`src/rtl/eye_sweep_pkg.sv`:
```
package eye_sweep_pkg;
  localparam int DLY_W      = 8;
  localparam int NUM_STAGES = 4;
  localparam int STG_W      = $clog2(NUM_STAGES);
  localparam int COARSE     = 4;
  localparam int FINE       = 1;
  localparam int DLY_LO     = -32;
  localparam int DLY_HI     = 31;

  typedef logic signed [DLY_W-1:0] dly_t;

  typedef enum logic [1:0] {
    LOP_HOLD,
    LOP_LOAD,
    LOP_STEP,
    LOP_BACK
  } lane_op_e;

  typedef struct packed {
    logic cont;       // continue from the stored edge
    dly_t bgn;        // begin value when cont is 0
    dly_t fin;        // end delay
    dly_t step;       // signed step
    logic want_pass;  // target result
    logic right;      // 1 works on the upper edge
  } stage_t;

  function automatic stage_t mk_stage(logic cont, int bgn, int fin, int step,
                                      logic want_pass, logic right);
    stage_t s;
    s.cont      = cont;
    s.bgn       = dly_t'(bgn);
    s.fin       = dly_t'(fin);
    s.step      = dly_t'(step);
    s.want_pass = want_pass;
    s.right     = right;
    return s;
  endfunction
endpackage

```
`src/rtl/eye_stage_tab.sv`:
```
module eye_stage_tab
  import eye_sweep_pkg::*;
(
  input  logic             rd,
  input  logic [STG_W-1:0] idx,
  output stage_t           cfg
);
  always_comb begin
    case (idx)
      2'd0: cfg = rd ? mk_stage(1'b0, 0, DLY_LO, -COARSE, 1'b0, 1'b0)
                     : mk_stage(1'b0, 0, DLY_HI,  COARSE, 1'b1, 1'b0);
      2'd1: cfg = rd ? mk_stage(1'b1, 0, DLY_HI,  FINE,   1'b1, 1'b0)
                     : mk_stage(1'b1, 0, 0,      -FINE,   1'b0, 1'b0);
      2'd2: cfg = mk_stage(1'b0, DLY_HI, 0, -COARSE, 1'b1, 1'b1);
      default: cfg = mk_stage(1'b1, 0, DLY_HI, FINE, 1'b0, 1'b1);
    endcase
  end
endmodule

```
`src/rtl/eye_lane.sv`:
```
module eye_lane
  import eye_sweep_pkg::*;
(
  input  logic     clk,
  input  logic     rst_n,
  input  lane_op_e op,
  input  logic     en,
  input  logic     right,
  input  dly_t     bgn,
  input  dly_t     fin,
  input  dly_t     step,
  output dly_t     lo_q,
  output dly_t     hi_q,
  output logic     at_fin,
  output logic     neg
);
  dly_t cur, nxt;
  logic signed [DLY_W:0] gap, gap_abs, step_abs;

  always_comb begin
    cur      = right ? hi_q : lo_q;
    gap      = {fin[DLY_W-1], fin} - {cur[DLY_W-1], cur};
    gap_abs  = gap[DLY_W] ? -gap : gap;
    step_abs = step[DLY_W-1] ? -{step[DLY_W-1], step} : {step[DLY_W-1], step};
    nxt      = cur;
    case (op)
      LOP_LOAD: nxt = bgn;
      LOP_STEP: if (en) nxt = (gap_abs < step_abs) ? fin : cur + step;
      LOP_BACK: if (en) nxt = cur - step;
      default:  nxt = cur;
    endcase
  end

  assign at_fin = (cur == fin);
  assign neg    = cur[DLY_W-1];

  always_ff @(posedge clk or negedge rst_n) begin
    if (!rst_n) begin
      lo_q <= '0;
      hi_q <= '0;
    end else if (right) begin
      hi_q <= nxt;
    end else begin
      lo_q <= nxt;
    end
  end
endmodule

```
`src/rtl/eye_merge.sv`:
```
module eye_merge #(
  parameter int LANES = 9
) (
  input  logic             clk,
  input  logic             rst_n,
  input  logic             clr,
  input  logic             beat,
  input  logic [LANES-1:0] pass_n,
  input  logic [LANES-1:0] pass_a,
  input  logic [LANES-1:0] neg,
  output logic [LANES-1:0] acc_q
);
  logic [LANES-1:0] pick;
  assign pick = (pass_n & ~neg) | (pass_a & neg);

  always_ff @(posedge clk or negedge rst_n) begin
    if (!rst_n)    acc_q <= '1;
    else if (clr)  acc_q <= '1;
    else if (beat) acc_q <= acc_q & pick;
  end
endmodule

```
`src/rtl/eye_edge_sweeper.sv`:
```
module eye_edge_sweeper
  import eye_sweep_pkg::*;
#(
  parameter int LANES = 9
) (
  input  logic                   clk,
  input  logic                   rst_n,
  input  logic                   start,
  input  logic                   rd_dir,
  input  logic                   ecc_en,
  output logic                   busy,
  output logic                   done,
  output logic                   err,
  output logic                   tst_req_valid,
  input  logic                   tst_req_ready,
  output logic [LANES*DLY_W-1:0] tst_req_dly,
  output logic [LANES-1:0]       tst_req_neg,
  input  logic                   tst_rsp_valid,
  output logic                   tst_rsp_ready,
  input  logic [LANES-1:0]       tst_rsp_pass,
  input  logic [LANES-1:0]       tst_rsp_alt_pass,
  input  logic                   tst_rsp_last,
  output logic [LANES*DLY_W-1:0] eye_lo,
  output logic [LANES*DLY_W-1:0] eye_hi
);
  localparam int DW = DLY_W;

  typedef enum logic [2:0] {
    S_IDLE, S_LOAD, S_STEP, S_REQ, S_RSP, S_EVAL, S_NEXT
  } st_e;

  st_e              st;
  logic [STG_W-1:0] stg;
  logic             rd_q, ecc_q, err_q, done_q;
  logic [LANES-1:0] found, found_nxt, act, at_fin, neg, lane_en, acc;
  logic             blocked, all_found, fine;
  lane_op_e         lop;
  stage_t           cfg;
  dly_t             lo_d [LANES];
  dly_t             hi_d [LANES];

  eye_stage_tab u_tab (.rd(rd_q), .idx(stg), .cfg(cfg));

  // the top lane is the check-bit lane
  assign act = {ecc_q, {(LANES-1){1'b1}}};

  assign fine      = (cfg.step == dly_t'(FINE)) || (cfg.step == dly_t'(-FINE));
  assign blocked   = |(at_fin & ~found);
  assign found_nxt = found | ~(acc ^ {LANES{cfg.want_pass}});
  assign all_found = &found_nxt;

  always_comb begin
    lop = LOP_HOLD;
    case (st)
      S_LOAD: if (!cfg.cont) lop = LOP_LOAD;
      S_STEP: if (!blocked) lop = LOP_STEP;
      S_EVAL: if (all_found && fine && !cfg.want_pass) lop = LOP_BACK;
      default: lop = LOP_HOLD;
    endcase
  end

  assign lane_en = (lop == LOP_BACK) ? act : ~found;

  for (genvar g = 0; g < LANES; g++) begin : g_lane
    eye_lane u_lane (
      .clk    (clk),
      .rst_n  (rst_n),
      .op     (lop),
      .en     (lane_en[g]),
      .right  (cfg.right),
      .bgn    (cfg.bgn),
      .fin    (cfg.fin),
      .step   (cfg.step),
      .lo_q   (lo_d[g]),
      .hi_q   (hi_d[g]),
      .at_fin (at_fin[g]),
      .neg    (neg[g])
    );
    assign tst_req_dly[g*DW +: DW] = cfg.right ? hi_d[g] : lo_d[g];
    assign eye_lo[g*DW +: DW]      = lo_d[g];
    assign eye_hi[g*DW +: DW]      = hi_d[g];
  end

  eye_merge #(.LANES(LANES)) u_merge (
    .clk    (clk),
    .rst_n  (rst_n),
    .clr    (st == S_REQ),
    .beat   (tst_rsp_valid && tst_rsp_ready),
    .pass_n (tst_rsp_pass),
    .pass_a (tst_rsp_alt_pass),
    .neg    (neg),
    .acc_q  (acc)
  );

  always_ff @(posedge clk or negedge rst_n) begin
    if (!rst_n) begin
      st     <= S_IDLE;
      stg    <= '0;
      rd_q   <= 1'b0;
      ecc_q  <= 1'b0;
      found  <= '0;
      err_q  <= 1'b0;
      done_q <= 1'b0;
    end else begin
      done_q <= 1'b0;
      case (st)
        S_IDLE: if (start) begin
          rd_q  <= rd_dir;
          ecc_q <= ecc_en;
          stg   <= '0;
          err_q <= 1'b0;
          st    <= S_LOAD;
        end
        S_LOAD: begin
          found <= ~act;
          st    <= cfg.cont ? S_STEP : S_REQ;
        end
        S_STEP: begin
          if (blocked) begin
            if (cfg.want_pass) err_q <= 1'b1;
            st <= S_NEXT;
          end else begin
            st <= S_REQ;
          end
        end
        S_REQ: if (tst_req_ready) st <= S_RSP;
        S_RSP: if (tst_rsp_valid && tst_rsp_last) st <= S_EVAL;
        S_EVAL: begin
          found <= found_nxt;
          st    <= all_found ? S_NEXT : S_STEP;
        end
        S_NEXT: begin
          if (err_q || stg == STG_W'(NUM_STAGES-1)) begin
            done_q <= 1'b1;
            st     <= S_IDLE;
          end else begin
            stg <= stg + 1'b1;
            st  <= S_LOAD;
          end
        end
        default: st <= S_IDLE;
      endcase
    end
  end

  assign busy          = (st != S_IDLE);
  assign done          = done_q;
  assign err           = err_q;
  assign tst_req_valid = (st == S_REQ);
  assign tst_rsp_ready = (st == S_RSP);
  assign tst_req_neg   = neg;
endmodule

```
`config.mk`:
```
export PLATFORM = sky130hd
export DESIGN_NAME = eye_edge_sweeper
export DESIGN_NICKNAME = d
export VERILOG_FILES = /design/src/rtl/eye_sweep_pkg.sv /design/src/rtl/eye_stage_tab.sv /design/src/rtl/eye_lane.sv /design/src/rtl/eye_merge.sv /design/src/rtl/eye_edge_sweeper.sv
export SDC_FILE = /design/constraint.sdc
export NUM_CORES = 1
export LEC_CHECK = 0
export ABC_AREA = 1
export BUFFER_PORTS_ARGS = -buffer_cell sky130_fd_sc_hd__buf_4
export CAP_MARGIN = 25
export CORE_ASPECT_RATIO = 0.8
export CORE_MARGIN = 4
export CORE_UTILIZATION = 35
export DETAILED_ROUTE_END_ITERATION = 6
export HOLD_SLACK_MARGIN = 0.15
export PLACE_DENSITY = 0.58
export SYNTH_ARGS = -nofsm -noshare
export SYNTH_HDL_FRONTEND = slang
export SYNTH_SLANG_ARGS = --single-unit
```
`constraint.sdc`:
```
create_clock -name clk -period 5.7 [get_ports clk]
set_clock_uncertainty 0.05 [all_clocks]
set_input_delay 1.14 -clock clk [delete_from_list [all_inputs] [get_ports clk]]
set_output_delay 1.14 -clock clk [all_outputs]
set_load 0.02 [all_outputs]
```
; ---- Yosys cells after proc, flatten, opt, wreduce, memory -nomap -nowiden
; Index checks and enable logic that the tools add are counted.
; W data, S select, Z words.
[classes]
n_bitwise = 11
order_cmp = 9
reduce_logical = 20
muxes = 83
n_addsub = 38
n_eq_ne = 29
[op_table]
columns = operator, n
row1 = $mux W8, 36
row2 = $pmux W8 S3, 9
row3 = $mux W9, 13
row4 = $neg A9 Y9, 10
row5 = $lt A9 B9 Y1, 9
row6 = $pmux W27 S3, 1
row7 = $sub A8 B8 Y9, 9
row8 = $add A8 B8 Y8, 9
row9 = $eq A8 B8 Y1, 9
row10 = $sub A8 B8 Y8, 9
row11 = $and A9 B9 Y9, 4
row12 = $not A9 Y9, 4
row13 = $pmux W3 S7, 1
row14 = $mux W18, 1
row15 = $or A9 B9 Y9, 2
row16 = $pmux W9 S2, 1
row17 = $mux W15, 1
row18 = $mux W3, 5
row19 = $eq A3 B3 Y1 const B, 3
row20 = $reduce_and A9 Y1, 1
row21 = $reduce_or A9 Y1, 1
row22 = $xor A9 B9 Y9, 1
row23 = $eq A2 B2 Y1 const B, 4
row24 = $eq A8 B1 Y1 const B, 1
row25 = other kinds (22), 46
[word_totals]
out_inout_bits = 230
word_cells = 216
input_bits = 26
reg_bits = 171

; ---- Logic depth before layout (Yosys ltp)
; Gate-level depths: netlist of run 1.
[logic_depth]
depth_word = 14
mapped_depth = 41
depth_no_buf = 38

; ---- Cells and area by module
; A second synthesis of run 1 with hierarchy kept.
[unflattened]
cells_unflattened = 4359
hier_area_um2 = 27233.6
[by_module_without_submodules]
columns = module, seq_area_each_um2, instances, area_each_um2, cells_per_inst
row1 = eye_lane (g_lane[1].u_lane ...), 400.4, 4, 2701.3, 439
row2 = eye_lane (g_lane[3].u_lane), 400.4, 1, 2746.4, 447
row3 = eye_lane (g_lane[7].u_lane), 400.4, 1, 2721.4, 445
row4 = eye_lane (g_lane[2].u_lane), 400.4, 1, 2702.6, 441
row5 = eye_lane (g_lane[0].u_lane), 400.4, 1, 2698.8, 441
row6 = eye_lane (g_lane[8].u_lane), 400.4, 1, 2681.3, 443
row7 = eye_edge_sweeper, 450.4, 1, 2194.6, 283
row8 = eye_merge, 236.5, 1, 465.4, 65
row9 = eye_stage_tab, 0.0, 1, 217.7, 38

; ---- Worst setup path before layout of run 1
; Ideal clock, no wire load.
[synth_timing]
path_type = reg2reg
start = register stg[1]
end = register g_lane[4].u_lane.hi_q[4]
slack_ns = -0.330
setup_time_ns = 0.083
n_path_buf = 1
t_arrival_ns = 5.898
stages_incl_launch_ff = 31
required_time_ns = 5.567
synth_period_minus_slack_ns = 6.030
cell_sequence = dfrtp_1 -> ha_1 -> inv_2 -> nand3_1 -> inv_1 -> clkbuf_1 -> ha_1 -> inv_1 -> fa_1 -> inv_1 -> o21ai_0 -> nand2_1 -> o311ai_0 -> xor2_1 -> inv_1 -> a21oi_1 -> xnor2_1 -> ha_1 -> a21oi_1 -> o21ai_0 -> nand2_1 -> nand4_1 -> o21ai_1 -> inv_1 -> nand2_1 -> nand2_1 -> nand2_1 -> o21ai_1 -> o21ai_1 -> nand3_1 -> o21ai_0
[synth_between]
elab_chain_len = 14
word_cells_on_any_way = 54
cone_classes = add/sub: 5 / order compare: 1 / eq/ne: 16 / mux: 21 / bitwise: 4 / reduce/logical: 7
[synth_rtl]
columns = item, line
row1 = "start, declared", eye_edge_sweeper.sv:33  ; logic [STG_W-1:0] stg;
row2 = "start signal, assigned", eye_edge_sweeper.sv:137  ; stg <= stg + 1'b1;
row3 = $eq A2 B2 Y1 (tied with other cells), eye_stage_tab.sv:9  ; case (idx)
row4 = $pmux W27 S3 *, eye_stage_tab.sv:9
row5 = branches (longest 12 deep; another with $sub A8 B8 Y9), -
row6 = "end signal, assigned", eye_lane.sv:42  ; hi_q <= nxt;
row7 = "end, declared", eye_lane.sv:13  ; output dly_t hi_q,
; Mark *: on every way between the ends.
; A chain may end at the register's enable or synchronous reset.

; ---- Worst setup path after layout of run 1
[layout_timing]
start = register stg[0]
end = register g_lane[0].u_lane.hi_q[6]
[layout_between]
elab_chain_len = 14
word_cells_on_any_way = 54
cone_classes = add/sub: 5 / order compare: 1 / eq/ne: 16 / mux: 21 / bitwise: 4 / reduce/logical: 7
[layout_rtl]
columns = item, line
row1 = $eq A2 B2 Y1 (tied with other cells), eye_stage_tab.sv:9
row2 = $pmux W27 S3 *, eye_stage_tab.sv:9
row3 = branches (longest 12 deep; another with $sub A8 B8 Y9), -
row4 = "end signal, assigned", eye_lane.sv:42
row5 = "end, declared", eye_lane.sv:13
; Marks and branches as above.

==> results.yml, run 1 <==
global_route:
  grt_overflow_total: 0
  antenna_found_initial: 2
  grt_pass1_wl_mm: 116
  grt_pass1_vias: 20400
  grt_max_degree: 100
  grt_usage_pct: 22.2
floorplanning:
  core_um2: 61500
  rows: 81
  fp.dieW_um: 287
  start_util_pct: 35.6
  die_h_um: 232
  die_area_um2: 66600
  io_pins: 256
synthesis:
  ys_seq_area_share_pct: 19.6
  yosys_register_bits: 171
  synth_warnings: 0
  avgSynthCellArea_um2: 6.64
  syn_area_um2: 21900
  synthCells: 3293
  synth.distinct_cells: 58
clock_network:
  cts_tree: "yes"
  clk_latency_ns: 0.51
  clk_pin_slew_worst_paths_ns: 0.08
  cts_root_buffer: "clkbuf_16"
  cts.sink_count: 171
  ctsHtreeMaxLevel: 4
  cts_buffers: 17
  clockBufferDepth: 2
critical_path:
  r2r_setup_slack_ns: 0.45
  critPathLaunchType: "flop"
  setup.worst_path.end_class: "flop"
  cp-endpoint: "g_lane[0].u_lane.hi_q[6]"
  r2r_end: "g_lane[0].u_lane.hi_q[6]"
  arrival_ns: 5.55
  critPathMaxStageDelay_ns: 0.42
  timing.rr.start: "stg[0]"
  required_ns: 6.00
  crit_fanout: 50
  cpMaxStageDelayCell: "fa_1"
  worst-setup-path-type: "flop to flop"
  rr_worst_depth: 29
  cp-startpoint: "stg[0]"
  crit_top_cell: "nand2_1"
timing:
  max_freq_mhz: 190
  finalSetupViolCount: 0
  worst_pin_slew_ns: 0.941
  slew_viol_final: 0
  period_share_pct: 92.2
  slew_headroom_pct: 37.3
  hold_viol: 0
  min_period_ns: 5.25
  hold_ws_ns: 0.427
hold_path:
  min_path_type: "flop to flop"
detailed_routing:
  wl_per_cell_um: 17.0
  via_count: 22300
  ant_nets: 0
  first_pass_iters: 5
  via_per_inst: 4.98
  routed_wl_mm: 75.9
  drc: 0
  dr.first_iter.drc_count: 1639
run_status:
  outcome: "finished, final reports clean"
placement:
  hpwlAfterDp_mm: 57.1
  gp_congestion: 0.920
  io_buffer_count: 255
cells_and_area:
  synthToLayoutAreaGrowth_pct: 20.0
  drive_gt1_share_pct: 13.4
  nets: 3977
  n_antenna_cell: 0
job:
  cap_violations: 0
-- area by class of cell --
cell class                 count  area [um^2]
multi-input combinational   2625        15700
tap                          830         1040
inverter                     443         1670
clock inverter                14          203
clock buffer                  18          439
fill                        6562        35300
timing repair buffer         372         2920
sequential                   171         4290
-- synthesized netlist by cell type, drive strengths merged --
master / n / area [um^2]
nand2: 901 / 3420
inv: 442 / 1660
ha: 294 / 3680
o21ai: 292 / 1480
a21oi: 231 / 1160
nor2: 207 / 807
nand3: 198 / 1000
dfrtp: 162 / 4050
xor2: 144 / 1270
buf: 57 / 362
clkbuf: 50 / 188
xnor2: 47 / 412
nor3: 40 / 200
nand4: 33 / 228
a31oi: 30 / 188
fa: 27 / 541
o211ai: 21 / 158
nor3b: 15 / 123
o21bai: 15 / 113
or2: 11 / 68.8
o31ai: 10 / 75.1
dfstp: 9 / 236
a211oi: 8 / 60.1
nand3b: 8 / 60.1
o31a: 7 / 61.3
nor4: 5 / 31.3
a21o: 4 / 30.0
o311ai: 4 / 35.0
o2111ai: 3 / 26.3
o22ai: 3 / 18.8
o311a: 3 / 30.0
a221o: 2 / 20.0
o21a: 2 / 15.0
a21boi: 1 / 11.3
a221oi: 1 / 8.76
and2: 1 / 6.26
clkinv: 1 / 3.75
conb: 1 / 3.75
o221ai: 1 / 8.76
o2bb2ai: 1 / 8.76
o41ai: 1 / 8.76
-- cell families after synthesis --
group,Yosys count,synth area share [%]
xor gates and xnor gates,191,7.68
and+or+nand+nor,1419,27.2
adders and majority gates,321,19.3
other,1,0.0171
AOI/OAI and AO/OA,640,16.1
DFF,171,19.6
buffers and inverters,550,10.1
-- cell usage in the layout (no fill, tap or decap), drive strengths merged, types with 47 or more instances in the layout --
master | netlist | layout
a21oi | 231 | 231
buf | 57 | 369
conb | 1 | 54
dfrtp | 162 | 162
ha | 294 | 294
inv | 442 | 448
nand2 | 901 | 901
nand3 | 198 | 198
nor2 | 207 | 207
o21ai | 292 | 292
xnor2 | 47 | 47
xor2 | 144 | 144
-- worst min-delay path by stage --
| stage | to | start | cells past startpoint |
|---|---|---|---|
| after floorplan | u_merge.acc_q[5] | u_merge.acc_q[5] | 2 |
| after global placement | u_merge.acc_q[6] | u_merge.acc_q[6] | 2 |
| after detailed placement | u_merge.acc_q[6] | u_merge.acc_q[6] | 2 |
| after CTS | u_merge.acc_q[6] | u_merge.acc_q[6] | 2 |
| after global routing | u_merge.acc_q[6] | u_merge.acc_q[6] | 2 |
| final | u_merge.acc_q[6] | u_merge.acc_q[6] | 2 |
-- critical path: cells and delay by family (launching register included) --
kind | cells | cell delay, ns
buffers and inverters | 7 | 1.10
adder cells (fa/ha/maj) | 4 | 1.18
flip-flops | 1 | 0.38
XOR/XNOR | 2 | 0.33
AO/OA/AOI/OAI | 5 | 0.99
AND/OR/NAND/NOR | 11 | 1.07
-- routing by layer --
metal	GRT usage [%]	vias up	part of all wire, %
met5	0	-	0.045
met4	6.11	4	2.2
met3	4.31	88	6.5
met2	33.9	590	43
met1	31.8	10200	48
li1	-	11400	-
-- registers in the layout, indices dropped and copies added (netlist names) --
register / flops
ecc_q: 1
stg: 2
rd_q: 1
st: 3
g_lane.u_lane.lo_q: 72
u_merge.acc_q: 9
g_lane.u_lane.hi_q: 72
done: 1
err: 1
found: 9
-- metrics by stage --
stage	TNS, ns	worst slack (ns)	instance area [um^2]	cells	util (%)
final	0	0.447	26200	4473	42.7
after global routing	-0.0182	-0.00980	26200	4473	42.7
after CTS	0	0.0899	26100	4466	42.4
after detailed placement	0	0.112	25400	4434	41.3
after global placement	0	0.209	25400	4434	41.3
after floorplan	0	0.155	22100	3346	-
-- what timing repair did --
action / CTS / global route
gates resized for setup: 0 / 34
hold buffers: 0 / 0
setup endpoints to repair: 0 / 140
buffers inserted: 0 / 5
Power of run 1 is left out: the tool's default activity adds up to more than one toggle a clock period on the data nets, which glitch-free logic cannot reach.
==> inputs of run 2 (changes only) <==
--- a/config.mk
+++ b/config.mk
@@ -8,7 +8,7 @@
 export ABC_AREA = 1
 export BUFFER_PORTS_ARGS = -buffer_cell sky130_fd_sc_hd__buf_4
 export CAP_MARGIN = 25
-export CORE_ASPECT_RATIO = 0.8
+export CORE_ASPECT_RATIO = 0.7
 export CORE_MARGIN = 4
 export CORE_UTILIZATION = 35
 export DETAILED_ROUTE_END_ITERATION = 6
==> run 2 against run 1 <==
- critical path depth increased by 3
- core utilization hardly changed
- die area is essentially flat
- global-route usage is 0.72 points higher
- critical endpoint is now g_lane[2].u_lane.hi_q[2]
- largest cell class unchanged
- highest routed layer unchanged
==> results.yml, run 2 (same netlist as run 1, synthesis figures left out) <==
run_status:
  outcome: "finished, final reports clean"
clock_network:
  clk_pin_slew_worst_paths_ns: 0.08
  cts_buffers: 17
  clockBufferDepth: 2
  cts.hold.buffers_added: 0
  cts.sink_count: 171
  clk_latency_ns: 0.52
  cts_tree: "yes"
  cts_root_buffer: "clkbuf_16"
  ctsHtreeMaxLevel: 4
detailed_routing:
  first_pass_iters: 5
  dr.first_iter.drc_count: 1950
  routed_wl_mm: 77.4
  via_per_inst: 5.00
  wl_per_cell_um: 17.3
  drc: 0
  ant_nets: 0
  via_count: 22400
hold_path:
  hold_path_startpoint: "u_merge.acc_q[6]"
  whs_path_depth: 2
  min_to: "u_merge.acc_q[6]"
  min_path_type: "flop to flop"
cells_and_area:
  largestRegisters: "g_lane.u_lane.hi_q: 72 flops, g_lane.u_lane.lo_q: 72 flops"
  layoutNonFillerInstCount: 4473
  nets: 3987
  drive_gt1_share_pct: 14.0
  layout_commonest_cell: "nand2_1"
  synthToLayoutAreaGrowth_pct: 20.3
  final_area_um2: 26300
  mostFrequentLayoutCells: "887 x nand2_1, 422 x inv_1, 369 x buf_4"
critical_path:
  required_ns: 6.00
  setup.worst_path.end_class: "flop"
  critPathMaxStageDelay_ns: 0.43
  cpMaxStageDelayCell: "fa_1"
  arrival_ns: 5.63
  crit_top_cell: "nand2_1"
  critPathLaunchType: "flop"
  crit_fanout: 12
  timing.rr.start: "stg[0]"
  worst-setup-path-type: "flop to flop"
  rr_worst_depth: 32
  r2r_setup_slack_ns: 0.37
  r2r_end: "g_lane[2].u_lane.hi_q[2]"
placement:
  io_buffer_count: 255
  hpwlAfterDp_mm: 59.3
  place_area_um2: 25400
  gp_congestion: 0.887
  dp.cells: 4427
timing:
  worst_pin_slew_ns: 1.01
  slew_viol_final: 0
  max_freq_mhz: 188
  min_period_ns: 5.33
  hold_viol: 0
  finalSetupViolCount: 0
  period_share_pct: 93.4
  slew_headroom_pct: 32.4
global_route:
  grt_overflow_total: 0
  grt_usage_pct: 22.9
  grt_pass1_vias: 20400
  grt_pass1_wl_mm: 119
  grt_max_degree: 165
  antenna_found_initial: 2
floorplanning:
  fp.dieW_um: 307
  die_area_um2: 66600
  io_pins: 256
  rows: 76
  start_util_pct: 35.4
  die_h_um: 217
  core_um2: 61700
job:
  cap_violations: 0
## run 2: changes by cell type in the layout (fill, tap and decap cells not counted), sizes merged
cell	before	now
inv	448	445
bufinv	4	1
clkinv	4	6
clkbuf	21	23
buf	369	380
diode	0	1
clkinvlp	1	2
## run 2: worst max-delay path: cells and delay by family, from the launching register on
kind	cells	cell delay [ns]
AND/OR/NAND/NOR	11	1.22
adder cells (fa/ha/maj)	4	1.21
XOR/XNOR	2	0.45
buffers and inverters	7	0.84
AO/OA/AOI/OAI	8	0.97
flip-flops	1	0.38
## run 2: worst max path at each step
stage / from / end
2_1_floorplan: stg[1] / g_lane[4].u_lane.hi_q[4]
3_3_place_gp: stg[0] / g_lane[3].u_lane.hi_q[4]
3_5_place_dp: stg[0] / g_lane[3].u_lane.hi_q[4]
4_1_cts: stg[0] / g_lane[3].u_lane.hi_q[4]
5_1_grt: stg[0] / g_lane[2].u_lane.hi_q[2]
6_report: stg[0] / g_lane[2].u_lane.hi_q[2]
## run 2: repair_timing
item	CTS	global route
resized for setup	0	53
setup buffers	0	12
setup endpoints to repair	0	143
## run 2: area by class of cell
| type | count | area, um^2 |
|---|---|---|
| inverters | 443 | 1670 |
| well taps | 819 | 1020 |
| flip-flops and latches | 171 | 4290 |
| diodes | 1 | 2.50 |
| clock inverters | 11 | 111 |
| repair buffers | 382 | 3010 |
| clock buffers | 21 | 460 |
| fillers | 6504 | 35400 |
| multi-input cells | 2625 | 15700 |
## run 2: metrics by stage
stage | setup TNS [ns] | utilization (%) | setup WS (ns) | hold WS, ns
floorplan | 0 | - | 0.155 | 0.400
global placement | 0 | 41.2 | 0.223 | 0.413
detailed placement | 0 | 41.2 | 0.132 | 0.419
CTS | 0 | 42.2 | 0.112 | 0.430
global route | -0.207 | 42.6 | -0.0586 | 0.444
finish | 0 | 42.6 | 0.373 | 0.429
## run 2: layer usage
layer / share of wire [%] / track usage (%) / wire [um] / up-vias
met5: 0.017 / 0 / 13 / -
met4: 1.6 / 5.35 / 1210 / 2
met3: 7.2 / 4.84 / 5570 / 58
met2: 40 / 32.7 / 31000 / 661
met1: 51 / 34.9 / 39600 / 10200
li1: - / - / - / 11400
Power of run 2 is left out for the same reason.
